### config.mk
export PLATFORM = sky130hd
export DESIGN_NAME = uart_line_status
export DESIGN_NICKNAME = d
export VERILOG_FILES = /design/src/rtl/lsr_pkg.sv /design/src/rtl/lsr_flag.sv /design/src/rtl/lsr_parity_chk.sv /design/src/rtl/lsr_rx_flags.sv /design/src/rtl/lsr_tx_flags.sv /design/src/rtl/uart_line_status.sv
export SDC_FILE = /design/constraint.sdc
export NUM_CORES = 1
export LEC_CHECK = 0
export BUFFER_PORTS_ARGS = -buffer_cell sky130_fd_sc_hd__buf_2
export CAP_MARGIN = 20
export CORE_AREA = 3 3 40 42
export DETAILED_ROUTE_END_ITERATION = 8
export DIE_AREA = 0 0 43 45
export GPL_TIMING_DRIVEN = 0
export PLACE_DENSITY = 0.67
export SYNTH_ARGS = -nofsm -noshare
export SYNTH_HDL_FRONTEND = slang
export SYNTH_HIERARCHICAL = 1
export SYNTH_SLANG_ARGS = --single-unit
### constraint.sdc
create_clock -name clk_i -period 1.3 [get_ports clk_i]
set_clock_uncertainty 0.15 [all_clocks]
set_input_delay 0.195 -clock clk_i [delete_from_list [all_inputs] [get_ports clk_i]]
set_output_delay 0.195 -clock clk_i [all_outputs]
set_load 0.02 [all_outputs]
### src/rtl/lsr_pkg.sv
package lsr_pkg;
  localparam int LSR_W   = 8;
  localparam int ERR_N   = 4;
  localparam int B_DR    = 0;
  localparam int B_ERR0  = 1;
  localparam int B_THRE  = 5;
  localparam int B_TEMT  = 6;
  // error flag order matches lsr bits 1..4
  typedef enum int {E_OVR = 0, E_PAR = 1, E_FRM = 2, E_BRK = 3} err_idx_e;
endpackage

### src/rtl/lsr_flag.sv
module lsr_flag #(
  parameter logic RST_VAL  = 1'b0,
  parameter bit   SET_WINS = 1'b1
) (
  input  logic clk_i,
  input  logic rst_ni,
  input  logic set_i,
  input  logic clr_i,
  output logic q_o
);
  logic q_d;

  generate
    if (SET_WINS) begin : g_set_pri
      assign q_d = set_i | (q_o & ~clr_i);
    end else begin : g_clr_pri
      assign q_d = ~clr_i & (set_i | q_o);
    end
  endgenerate

  always_ff @(posedge clk_i or negedge rst_ni) begin
    if (!rst_ni) q_o <= RST_VAL;
    else         q_o <= q_d;
  end
endmodule

### src/rtl/lsr_parity_chk.sv
module lsr_parity_chk #(
  parameter int DATA_W = 8
) (
  input  logic [DATA_W-1:0] data_i,
  input  logic              par_bit_i,
  input  logic              en_i,
  input  logic              even_i,
  output logic              err_o
);
  logic odd_ones;
  assign odd_ones = ^{data_i, par_bit_i};
  assign err_o    = en_i & (even_i ? odd_ones : ~odd_ones);
endmodule

### src/rtl/lsr_rx_flags.sv
module lsr_rx_flags
  import lsr_pkg::*;
#(
  parameter int DATA_W = 8
) (
  input  logic              clk_i,
  input  logic              rst_ni,
  input  logic              xfer_i,
  input  logic [DATA_W-1:0] data_i,
  input  logic              par_bit_i,
  input  logic              par_en_i,
  input  logic              even_par_i,
  input  logic              stop_i,
  input  logic              brk_i,
  input  logic              rbr_rd_i,
  input  logic              lsr_rd_i,
  input  logic              we_i,
  input  logic              wdata_i,
  output logic              dr_o,
  output logic [ERR_N-1:0]  err_o
);
  logic             par_err;
  logic [ERR_N-1:0] err_set;

  lsr_parity_chk #(.DATA_W(DATA_W)) u_par (
    .data_i   (data_i),
    .par_bit_i(par_bit_i),
    .en_i     (par_en_i),
    .even_i   (even_par_i),
    .err_o    (par_err)
  );

  always_comb begin
    err_set        = '0;
    // old character is lost only if nobody reads it this cycle
    err_set[E_OVR] = xfer_i & dr_o & ~rbr_rd_i;
    err_set[E_PAR] = xfer_i & par_err;
    err_set[E_FRM] = xfer_i & ~stop_i;
    err_set[E_BRK] = brk_i;
  end

  lsr_flag #(.RST_VAL(1'b0), .SET_WINS(1'b1)) u_dr (
    .clk_i (clk_i),
    .rst_ni(rst_ni),
    .set_i (xfer_i),
    .clr_i (rbr_rd_i | (we_i & ~wdata_i)),
    .q_o   (dr_o)
  );

  for (genvar i = 0; i < ERR_N; i++) begin : g_err
    lsr_flag #(.RST_VAL(1'b0), .SET_WINS(1'b1)) u_err (
      .clk_i (clk_i),
      .rst_ni(rst_ni),
      .set_i (err_set[i]),
      .clr_i (lsr_rd_i),
      .q_o   (err_o[i])
    );
  end
endmodule

### src/rtl/lsr_tx_flags.sv
module lsr_tx_flags (
  input  logic clk_i,
  input  logic rst_ni,
  input  logic thr_load_i,
  input  logic xfer_i,
  input  logic idle_i,
  input  logic ie_i,
  output logic thre_o,
  output logic temt_o,
  output logic irq_o
);
  lsr_flag #(.RST_VAL(1'b1), .SET_WINS(1'b1)) u_thre (
    .clk_i (clk_i),
    .rst_ni(rst_ni),
    .set_i (xfer_i),
    .clr_i (thr_load_i),
    .q_o   (thre_o)
  );

  // a transfer refills the shift register, so it beats an idle report
  lsr_flag #(.RST_VAL(1'b1), .SET_WINS(1'b0)) u_temt (
    .clk_i (clk_i),
    .rst_ni(rst_ni),
    .set_i (idle_i),
    .clr_i (xfer_i),
    .q_o   (temt_o)
  );

  assign irq_o = thre_o & ie_i;
endmodule

### src/rtl/uart_line_status.sv
module uart_line_status
  import lsr_pkg::*;
#(
  parameter int DATA_W = 8
) (
  input  logic              clk_i,
  input  logic              rst_ni,
  input  logic              rx_xfer_i,
  input  logic [DATA_W-1:0] rx_data_i,
  input  logic              rx_par_bit_i,
  input  logic              par_en_i,
  input  logic              even_par_i,
  input  logic              rx_stop_i,
  input  logic              rx_brk_i,
  input  logic              tx_thr_load_i,
  input  logic              tx_xfer_i,
  input  logic              tx_idle_i,
  input  logic              rbr_rd_i,
  input  logic              lsr_rd_i,
  input  logic              lsr_we_i,
  input  logic              lsr_wdata_i,
  input  logic              thre_ie_i,
  output logic [LSR_W-1:0]  lsr_o,
  output logic              rls_irq_o,
  output logic              thre_irq_o
);
  logic             dr;
  logic [ERR_N-1:0] err;
  logic             thre;
  logic             temt;

  lsr_rx_flags #(.DATA_W(DATA_W)) u_rx (
    .clk_i     (clk_i),
    .rst_ni    (rst_ni),
    .xfer_i    (rx_xfer_i),
    .data_i    (rx_data_i),
    .par_bit_i (rx_par_bit_i),
    .par_en_i  (par_en_i),
    .even_par_i(even_par_i),
    .stop_i    (rx_stop_i),
    .brk_i     (rx_brk_i),
    .rbr_rd_i  (rbr_rd_i),
    .lsr_rd_i  (lsr_rd_i),
    .we_i      (lsr_we_i),
    .wdata_i   (lsr_wdata_i),
    .dr_o      (dr),
    .err_o     (err)
  );

  lsr_tx_flags u_tx (
    .clk_i     (clk_i),
    .rst_ni    (rst_ni),
    .thr_load_i(tx_thr_load_i),
    .xfer_i    (tx_xfer_i),
    .idle_i    (tx_idle_i),
    .ie_i      (thre_ie_i),
    .thre_o    (thre),
    .temt_o    (temt),
    .irq_o     (thre_irq_o)
  );

  always_comb begin
    lsr_o                        = '0;
    lsr_o[B_DR]                  = dr;
    lsr_o[B_ERR0 +: ERR_N]       = err;
    lsr_o[B_THRE]                = thre;
    lsr_o[B_TEMT]                = temt;
  end

  assign rls_irq_o = |err;
endmodule

==> results.sh <==
export IMPL_endpoint="rls_irq_o"
export IMPL_synth_compound_area_share_pct=14.7
export IMPL_drt_pass1_iterations=2
export IMPL_finalPower_uw=734
export IMPL_synth_top_area_cell="dfrtp_1"
export IMPL_syn_inst=42
export IMPL_end_kind="output port"
export IMPL_hold_viol_final=0
export IMPL_critPathLaunchType="flop"
export IMPL_grt_use_met1_pct=12.2
export IMPL_critPathArrivalTime_ps=1300
export IMPL_synthAdderAreaFrac_pct=0
export IMPL_cp_max_fo=2
export IMPL_num_io_pins=34
export IMPL_critPathLaunch="u_rx/g_err[3].u_err/q_o"
export IMPL_ys_seq_area_share_pct=41.9
export IMPL_grt_usage_pct=12.0
export IMPL_fillers=116
export IMPL_fin_util_pct=60.2
export IMPL_setup_ws_ps=-348
export IMPL_row_count=13
export IMPL_place_congestion=0.637
export IMPL_grt_pass1_vias=418
export IMPL_grt_overflow=0
export IMPL_port_buffers=32
export IMPL_power_density_nw_per_um2=949
export IMPL_drt_iter0_drc=2
export IMPL_htree_levels=1
export IMPL_die_h_um=45
export IMPL_drv_slew=0
export IMPL_drive_gt1_share_pct=58.1
export IMPL_timing_setup_tns_ps=-532
export IMPL_violations="negative setup slack"
export IMPL_synth_area_top_cells="dfrtp_1 29%, a21o_1 12%, dfstp_2 12%"
export IMPL_drc=0
export IMPL_setup_viol=5
export IMPL_wl_per_cell_um=10.2
export IMPL_clk_latency_ps=250
export IMPL_met2_usage_pct=21.9
export IMPL_final_cell_mix="25 x buf_2, 9 x buf_6, 7 x inv_1, 7 x a21o_1, 6 x buf_4"
export IMPL_dieArea_sq_um=1940
export IMPL_grt_pass1_wl_mm=1.66
export IMPL_p_leak_uw=0.000457
export IMPL_setup_worst_path_class="flop to output port"
export IMPL_yosysWarnings=6
export IMPL_muxShareOfSynthArea_pct=0
export IMPL_cts_buffers_inserted=3
export IMPL_r2r_start="u_rx/g_err[3].u_err/q_o"
export IMPL_synth_top_area_share_pct=29.5
export IMPL_clockBufferDepth=2
export IMPL_antenna_found_initial=0
export IMPL_synth_top_family_by_area="XOR/XNOR gates"
export IMPL_ant_nets=0
export IMPL_synth_simple_gate_area_share_pct=9.44
export IMPL_vdd_drop_max_mv=0.434
export IMPL_layout_commonest_cell="buf_2"
export IMPL_routed_via_count=418
export IMPL_n_antenna_cell=0
export IMPL_core_area_sq_um=1280
export IMPL_ys_types=15
export IMPL_start_util_pct=33.0
export IMPL_drv_cap=0
export IMPL_cts_sinks=7
export IMPL_use_met3_pct=3.59
export IMPL_rsz0062_at_grt="true"
export IMPL_worstReg2RegEnd="u_rx/g_err[3].u_err/q_o"
export IMPL_min_path_type="primary input to flop"
export IMPL_ff2ff_path_depth=3
export IMPL_finalNonFillerCells=101
export IMPL_finalCriticalPeriod_ps=1650
export IMPL_final_nets=111
export IMPL_place_hpwl_um=759
export IMPL_grt_max_degree=8
export IMPL_max_clock_freq_mhz=607
export IMPL_busiest_layer="met2"
export IMPL_area_delta_synth_final_pct=82.3
export IMPL_cts_root_buffer="clkbuf_4"
export IMPL_reg2reg_slack_ps=280
export IMPL_synth_seq_cells=7
export IMPL_dp_cells=89
export IMPL_avgSynthCellArea_sq_um=10.1
export IMPL_clkSlewWorstSetupHoldPaths_ps=50
export IMPL_drt_wl_total_mm=1.03
export IMPL_status="finished with violations"
export IMPL_viasPerCell=4.14
export IMPL_fp_dieW_um=43
export IMPL_required_ps=950
export IMPL_yosys_area_share_xor_xnor_pct=19.8
export IMPL_finalCritPeriodShare_pct=127
export IMPL_syn_area_sq_um=424
export IMPL_cts_tree="yes"
export IMPL_syn_num_nets=66
flip-flops by register name, indices dropped and copies added, names as in the netlist:
| name | count |
|---|---|
| u_tx/u_temt/q_o | 1 |
| u_tx/u_thre/q_o | 1 |
| u_rx/u_dr/q_o | 1 |
| u_rx/g_err.u_err/q_o | 4 |
routing by layer:
layer  part of all wire (%)  routed length, um
met5                      0                  0
met1                     36                367
met4                      0                  0
met3                    9.6                 98
met2                     55                560
worst max-delay path, stage by stage, from the launching register on:
cell and delay [ps]:
dfrtp_1 380, or4_4 530, buf_6 140
worst min path at each step:
stage,startpoint,to,slack (ps),depth (start not counted)
floorplan,rst_ni,u_rx/g_err[0].u_err/q_o,-250,0
global placement,rst_ni,u_rx/u_dr/q_o,-120,1
detailed placement,rst_ni,u_rx/u_dr/q_o,-120,1
CTS,rx_xfer_i,u_rx/u_dr/q_o,10,2
global route,rx_xfer_i,u_rx/u_dr/q_o,30,2
finish,rx_xfer_i,u_rx/u_dr/q_o,20,2
repair_timing:
item,in CTS,in global routing
hold endpoints to repair,10,0
gates resized for setup,12,5
setup buffers,4,1
setup endpoints to repair,5,5
pin swaps,3,0
hold buffers,4,0
synth_stat cells, drive strengths merged:
cell type  instances
dfstp              2
conb               1
nor2b              1
xnor3              1
xnor2              6
a21o               7
nor2               1
nand2              1
buf                4
dfrtp              5
o21ba              1
xor2               1
inv                7
or4                1
and2               3
kinds of logic (layout without fill, tap and decap cells):
logic type	Yosys count	after routing
AND/OR/NAND/NOR	7	7
AO/OA/AOI/OAI	8	8
other	1	1
buffers and inverters	11	55
XOR/XNOR	8	8
flip-flops	7	7
area by class of cell:
cell class | instances | area [sq um] | share of cell area, %
buffer | 3 | 26.3 | 3.40
sequential | 7 | 179 | 23.1
inverter | 7 | 26.3 | 3.40
tap | 15 | 18.8 | 2.43
multi-input combinational | 24 | 211 | 27.3
timing repair buffer | 41 | 285 | 36.9
clock buffer | 4 | 26.3 | 3.40
through the flow:
step	worst slack, ps	hold WS (ps)	area [sq um]
final	-348	17.2	773
after detailed placement	-354	-115	616
after global routing	-381	32.0	773
after CTS	-364	10.3	749
after floorplan	-187	-251	437
after global placement	-336	-117	616
report_power, final:
part           switching [uW]  internal (uW)  total, uW
clock network            83.2            117        200
logic                     108            165        273
registers                16.1            244        260
Power figures use the tool's default switching activity.
